===== src/rtl/burst_sram_pkg.sv =====
package burst_sram_pkg;

  typedef enum logic {
    ORD_XOR    = 1'b0,
    ORD_SEQ    = 1'b1
  } beat_order_e;

  // Low two address bits of beat k for a burst starting at 'start'.
  function automatic logic [1:0] beat_low(input logic [1:0] start,
                                          input logic [1:0] k,
                                          input beat_order_e ord);
    if (ord == ORD_SEQ) return start + k;
    return start ^ k;
  endfunction

endpackage


===== src/rtl/burst_seq.sv =====
module burst_seq
  import burst_sram_pkg::*;
#(
  parameter int ADDR_W = 8
) (
  input  logic              clk,
  input  logic              rst,
  input  logic              sleep_i,
  input  logic [ADDR_W-1:0] addr_i,
  input  logic              ce_n_i,
  input  logic              cs0_i,
  input  logic              cs1_n_i,
  input  logic              sts_cpu_n_i,
  input  logic              sts_ctl_n_i,
  input  logic              adv_n_i,
  input  logic              mode_lin_i,
  output logic              acc_o,
  output logic [ADDR_W-1:0] ea_o
);

  logic              active_q, active_d;
  logic [ADDR_W-1:0] base_q, base_d;
  logic [1:0]        cnt_q, cnt_d;
  logic              sel, load, adv;
  beat_order_e       ord;

  always_comb begin
    sel      = !ce_n_i && cs0_i && !cs1_n_i;
    load     = !sleep_i && ((!sts_cpu_n_i && !ce_n_i) || !sts_ctl_n_i);
    adv      = !sleep_i && !load && active_q && !adv_n_i;
    active_d = load ? sel : active_q;
    base_d   = (load && sel) ? addr_i : base_q;
    if (load)     cnt_d = 2'd0;
    else if (adv) cnt_d = cnt_q + 2'd1;
    else          cnt_d = cnt_q;
    ord      = mode_lin_i ? ORD_SEQ : ORD_XOR;
    ea_o     = {base_d[ADDR_W-1:2], beat_low(base_d[1:0], cnt_d, ord)};
    acc_o    = !sleep_i && active_d;
  end

  always_ff @(posedge clk) begin
    if (rst) begin
      active_q <= 1'b0;
      base_q   <= '0;
      cnt_q    <= 2'd0;
    end else if (!sleep_i) begin
      active_q <= active_d;
      base_q   <= base_d;
      cnt_q    <= cnt_d;
    end
  end

endmodule


===== src/rtl/burst_stage.sv =====
module burst_stage #(
  parameter int ADDR_W = 8,
  parameter int LANES  = 2,
  parameter int LANE_W = 9,
  localparam int DATA_W = LANES * LANE_W
) (
  input  logic              clk,
  input  logic              rst,
  input  logic              acc_i,
  input  logic [ADDR_W-1:0] ea_i,
  input  logic              gw_n_i,
  input  logic              bwe_n_i,
  input  logic [LANES-1:0]  bw_n_i,
  input  logic [DATA_W-1:0] wdata_i,
  output logic [ADDR_W-1:0] st_addr_o,
  output logic [LANES-1:0]  st_we_o,
  output logic              st_re_o,
  output logic [DATA_W-1:0] st_wdata_o
);

  logic             is_wr;
  logic [LANES-1:0] lane_mask;

  always_comb begin
    is_wr = !gw_n_i || !bwe_n_i;
    if (!gw_n_i)       lane_mask = '1;
    else if (!bwe_n_i) lane_mask = ~bw_n_i;
    else               lane_mask = '0;
  end

  always_ff @(posedge clk) begin
    if (rst) begin
      st_re_o <= 1'b0;
      st_we_o <= '0;
    end else begin
      st_re_o <= acc_i && !is_wr;
      st_we_o <= acc_i ? lane_mask : '0;
    end
    st_addr_o  <= ea_i;
    st_wdata_o <= wdata_i;
  end

endmodule


===== src/rtl/burst_mem.sv =====
module burst_mem #(
  parameter int ADDR_W = 8,
  parameter int LANES  = 2,
  parameter int LANE_W = 9,
  localparam int DATA_W = LANES * LANE_W,
  localparam int DEPTH  = 1 << ADDR_W
) (
  input  logic              clk,
  input  logic              rst,
  input  logic [ADDR_W-1:0] addr_i,
  input  logic [LANES-1:0]  we_i,
  input  logic              re_i,
  input  logic [DATA_W-1:0] wdata_i,
  output logic [DATA_W-1:0] rdata_o,
  output logic              rvalid_o
);

  for (genvar g = 0; g < LANES; g++) begin : g_lane
    logic [LANE_W-1:0] ram [DEPTH];
    logic [LANE_W-1:0] q;

    always_ff @(posedge clk) begin
      if (we_i[g]) ram[addr_i] <= wdata_i[g*LANE_W +: LANE_W];
      if (re_i)    q <= ram[addr_i];
    end

    assign rdata_o[g*LANE_W +: LANE_W] = q;
  end

  always_ff @(posedge clk) begin
    if (rst) rvalid_o <= 1'b0;
    else     rvalid_o <= re_i;
  end

endmodule


===== src/rtl/burst_sram.sv =====
module burst_sram #(
  parameter int ADDR_W = 8,
  parameter int LANES  = 2,
  parameter int LANE_W = 9,
  localparam int DATA_W = LANES * LANE_W
) (
  input  logic              clk,
  input  logic              rst,
  input  logic [ADDR_W-1:0] addr_i,
  input  logic              ce_n_i,
  input  logic              cs0_i,
  input  logic              cs1_n_i,
  input  logic              sts_cpu_n_i,
  input  logic              sts_ctl_n_i,
  input  logic              adv_n_i,
  input  logic              gw_n_i,
  input  logic              bwe_n_i,
  input  logic [LANES-1:0]  bw_n_i,
  input  logic              oe_n_i,
  input  logic              sleep_i,
  input  logic              mode_lin_i,
  input  logic [DATA_W-1:0] wdata_i,
  output logic [DATA_W-1:0] rdata_o,
  output logic              rdata_oe_o
);

  logic              acc;
  logic [ADDR_W-1:0] ea;
  logic [ADDR_W-1:0] st_addr;
  logic [LANES-1:0]  st_we;
  logic              st_re;
  logic [DATA_W-1:0] st_wdata;
  logic              rvalid;

  burst_seq #(.ADDR_W(ADDR_W)) u_seq (
    .clk         (clk),
    .rst         (rst),
    .sleep_i     (sleep_i),
    .addr_i      (addr_i),
    .ce_n_i      (ce_n_i),
    .cs0_i       (cs0_i),
    .cs1_n_i     (cs1_n_i),
    .sts_cpu_n_i (sts_cpu_n_i),
    .sts_ctl_n_i (sts_ctl_n_i),
    .adv_n_i     (adv_n_i),
    .mode_lin_i  (mode_lin_i),
    .acc_o       (acc),
    .ea_o        (ea)
  );

  burst_stage #(.ADDR_W(ADDR_W), .LANES(LANES), .LANE_W(LANE_W)) u_stage (
    .clk        (clk),
    .rst        (rst),
    .acc_i      (acc),
    .ea_i       (ea),
    .gw_n_i     (gw_n_i),
    .bwe_n_i    (bwe_n_i),
    .bw_n_i     (bw_n_i),
    .wdata_i    (wdata_i),
    .st_addr_o  (st_addr),
    .st_we_o    (st_we),
    .st_re_o    (st_re),
    .st_wdata_o (st_wdata)
  );

  burst_mem #(.ADDR_W(ADDR_W), .LANES(LANES), .LANE_W(LANE_W)) u_mem (
    .clk      (clk),
    .rst      (rst),
    .addr_i   (st_addr),
    .we_i     (st_we),
    .re_i     (st_re),
    .wdata_i  (st_wdata),
    .rdata_o  (rdata_o),
    .rvalid_o (rvalid)
  );

  assign rdata_oe_o = rvalid && !oe_n_i;

endmodule


===== config.mk =====
export PLATFORM = sky130hd
export DESIGN_NAME = burst_sram
export DESIGN_NICKNAME = d
export VERILOG_FILES = /design/src/rtl/burst_sram_pkg.sv /design/src/rtl/burst_seq.sv /design/src/rtl/burst_stage.sv /design/src/rtl/burst_mem.sv /design/src/rtl/burst_sram.sv
export SDC_FILE = /design/constraint.sdc
export NUM_CORES = 2
export LEC_CHECK = 0
export BUFFER_PORTS_ARGS = -buffer_cell sky130_fd_sc_hd__buf_2
export CORE_UTILIZATION = 35
export CTS_CLUSTER_DIAMETER = 30
export CTS_CLUSTER_SIZE = 12
export DETAILED_ROUTE_END_ITERATION = 8
export HOLD_SLACK_MARGIN = 0.05
export PLACE_DENSITY = 0.46
export SETUP_SLACK_MARGIN = 0.02
export SLEW_MARGIN = 20
export SYNTH_ARGS = -nofsm -noshare
export SYNTH_HDL_FRONTEND = slang
export SYNTH_MEMORY_MAX_BITS = 65536
export SYNTH_SLANG_ARGS = --single-unit

===== constraint.sdc =====
create_clock -name clk -period 5.79 [get_ports clk]
set_input_delay 0.579 -clock clk [delete_from_list [all_inputs] [get_ports clk]]
set_output_delay 0.579 -clock clk [all_outputs]
set_load 0.01 [all_outputs]

==> flow_summary_export.csv <==
group,metric,value,unit
floorplanning,start_util,35.22,%
timing,relSlewSlack,7.016,%
synthesis,async_flop_share,0,%
synthesis,yosysMostFrequentCell,"edfxtp_1",
floorplanning,die_area,508600,um2
critical_path,endpoint_kind,"flop",
clocking,cts_tree,"done",
timing,hold_viol_final,0,
placement,io_buffers,59,
timing,worst_slack,1.063,ns
drt,dr.pass1.iters,7,
synthesis,synth_common_cells,"4,626 x edfxtp_1, 1,152 x mux4_2, 577 x a22oi_1",
global_routing,grt_pass1_wl,717900,um
critical_path,worst-path-max-fanout,39,
synthesis,syn-cell-area,177000,um2
global_routing,use_met2,31.24,%
placement,place_congestion,0.7749,
power_and_ir_drop,power_frac_comb,2.0,%
finish,final_util,44.55,%
power_and_ir_drop,p_int,79.70,mW
critical_path,r2r_start,"u_stage.st_addr_o[1]$_DFF_P_",
floorplanning,row_count,260,
global_routing,grt_usage,20.04,%
synthesis,syn-num-nets,7964,
placement,dp_hpwl,293100,um
timing,period_needed,4.727,ns
critical_path,worst_r2r_path_depth,10,
power_and_ir_drop,p_leak,69.99,nW
critical_path,rrSetupSlack,1.06,ns
critical_path,worst_r2r_endpoint,"u_mem.g_lane[0].q[2]$_DFFE_PP_",
critical_path,startpoint_type,"flop",
synthesis,synth_flop_cell,"edfxtp_1",
synthesis,seq_area_frac_synth,78.95,%
drt,via_count,88530,
timing,grt_setup_unrepaired,"no",
drt,ant_nets,0,
global_routing,grt_busiest_layer,"met2",
synthesis,yosysTopAreaCell,"edfxtp_1",
min_path,holdCritStartpoint,"wdata_i[4]",
clocking,clkTransAtPathRegs,0.04,ns
synthesis,synth_area_per_cell,22.34,um2
drt,wirelength,510100,um
synthesis,synth_top_area_share,78.48,%
power_and_ir_drop,power_density,445.4,nW/um2
drt,wl_per_cell,31.08,um
power_and_ir_drop,p_switching,20.04,mW
power_and_ir_drop,pwr-share-clk,60.5,%
drt,drc,0,
min_path,hold_class,"in -> reg",
floorplanning,die_w,713.1,um
clocking,h-tree-depth,7,
synthesis,synth_area_leaders,"edfxtp_1 78%, mux4_2 15%, a22oi_1 2.4%, nor2_1 1.1%, a21oi_1 0.83%",
clocking,root_buffer,"clkbuf_16",
synthesis,yosys_warnings,0,
global_routing,grt_use_met1,28.06,%
clocking,clock_sinks,4667,
critical_path,crit_end,"u_mem.g_lane[0].q[2]$_DFFE_PP_",
timing,worst_clock_skew,0.07136,ns
finish,nets,8965,
timing,fmax,0.2115,GHz
finish,syn2layout_area_growth,26.51,%
timing,setup_tns,0,ns
min_path,whs_path_depth,2,
global_routing,grt_pass1_vias,93980,
timing,setup_viol,0,
clocking,cts_buffer_depth,5,
global_routing,antenna_found_initial,36,
floorplanning,dieHeight,713.1,um
power_and_ir_drop,ir_drop,0.3687,mV
timing,worst_pin_slew,1.395,ns
outcome,status,"finished, final reports clean",
drt,viasPerCell,5.395,
power_and_ir_drop,p_seq_share,37.5,%
critical_path,crit_arrival,5.56,ns
critical_path,path_class,"reg -> reg",
synthesis,yosysUniqueCellTypes,32,
clocking,cts_buffers,1122,
placement,dp_slack,1.107,ns
drt,initialDrtViolationCount,8672,
finish,drive_above_1_share,33.43,%
global_routing,grt_max_degree,183,
global_routing,overflow,0,
global_routing,met3_usage,4.981,%
timing,period_share,81.64,%
synthesis,ys_ff_latch,4667,
critical_path,required,6.62,ns
timing,maxSlewViolCount,0,
power_and_ir_drop,sw_frac_of_total,20.10,%
floorplanning,core_area,502600,um2
synthesis,syn_inst,7922,
flow_run,maxCapViolations,0,
clocking,clock_latency,1.17,ns
critical_path,critPathLaunch,"u_stage.st_addr_o[1]$_DFF_P_",
floorplanning,ios,60,
synthesis,synth-edff-count,4626,
## sequential cells by signal, summed over array words and instances (netlist names)
name                count
u_mem.g_lane.ram     4608
u_stage.st_re_o         1
u_stage.st_we_o         2
u_seq.cnt_q             2
u_mem.rvalid_o          1
u_stage.st_wdata_o     18
u_mem.g_lane.q         18
u_seq.active_q          1
u_stage.st_addr_o       8
u_seq.base_q            8
## critical path, stage by stage, from the launching register on
cell and delay (ns):
dfxtp_4 0.80, buf_12 0.35, buf_12 0.22, buf_4 0.28, buf_4 0.50, mux4_2 0.38
a22oi_1 0.31, a21oi_1 0.20, o41ai_2 0.89, buf_4 0.28, nand4_1 0.10
## layout make-up
class	count	area (um2)
Sequential cell	4667	139800
Clock inverter	643	7167
Fill cell	42280	278700
Tap cell	6681	8359
Inverter	1	3.754
Clock buffer	1267	29100
Multi-Input combinational cell	2740	35650
Timing Repair Buffer	391	3781
Antenna cell	19	47.55
## cell usage in the layout (no fill, tap or decap), types with 6 or more instances in the layout
cell and count:
clkinvlp_4 91, dlygate4sd3_1 50, nor2_2 28, nand2_4 10, nor2_1 493, bufinv_16 138, inv_6 53, dfxtp_1 20
mux2_2 7, mux4_2 1152, a22oi_1 577, clkbuf_1 121, nor2b_1 14, edfxtp_1 4626, clkbuf_16 1143, buf_2 60
buf_12 68, clkinv_1 152, a21oi_1 292, o41ai_4 6, nand3_4 6, clkinv_4 52, dfxtp_4 20, nand4_1 19
o41ai_1 40, diode_2 19, o41ai_2 26, nand2_1 36, buf_4 212, clkinv_2 150
## power by group through the flow
stage | combinational (mW) | clock (mW) | sequential [mW]
global route | 2.14 | 63.0 | 37.3
global placement | 2.00 | 0 | 38.0
CTS | 2.07 | 61.2 | 37.4
detailed placement | 2.04 | 0 | 38.0
floorplan | 0.874 | 0 | 38.2
finish | 2.02 | 60.3 | 37.4
## per-stage QoR
step / std cells / hold WS (ns) / area, um2 / power [mW]
6_report: 16410 / 0.1457 / 223900 / 99.74
5_1_grt: 16390 / 0.1162 / 223900 / 102.4
4_1_cts: 16390 / 0.05326 / 223800 / 100.6
3_5_place_dp: 14430 / 0.5214 / 187000 / 40.00
3_3_place_gp: 14420 / 0.5045 / 186800 / 39.95
2_1_floorplan: 7922 / 0.4449 / 177000 / 39.09
## routing by layer
layer  up-vias  share of wire (%)
met5         -             0.0078
li1      36260                  -
met2      3284                 48
met4         6                1.8
met3       706                6.9
met1     48270                 44
## worst min path at each step
stage                                     to  slack, ns
6_report       u_stage.st_wdata_o[4]$_DFF_P_       0.15
5_1_grt        u_stage.st_wdata_o[4]$_DFF_P_       0.12
4_1_cts        u_stage.st_wdata_o[4]$_DFF_P_       0.05
3_5_place_dp    u_seq.base_q[1]$_SDFFE_PP0N_       0.52
3_3_place_gp    u_seq.base_q[1]$_SDFFE_PP0N_       0.50
2_1_floorplan   u_stage.st_addr_o[2]$_DFF_P_       0.44
## what timing repair did
item,in CTS,in global routing
endpoints found under the hold margin,41,0
gates resized for setup,0,0
buffers inserted,0,0
hold buffers,50,0
## logic make-up after synthesis
group           synth area share, %
xor+xnor                   0.009898
flops                         78.95
fa+ha+maj                  0.007068
compound gates                3.645
simple gates                  1.429
buf+inv                       1.255
mux                           14.71
Power figures use the tool's default switching activity.
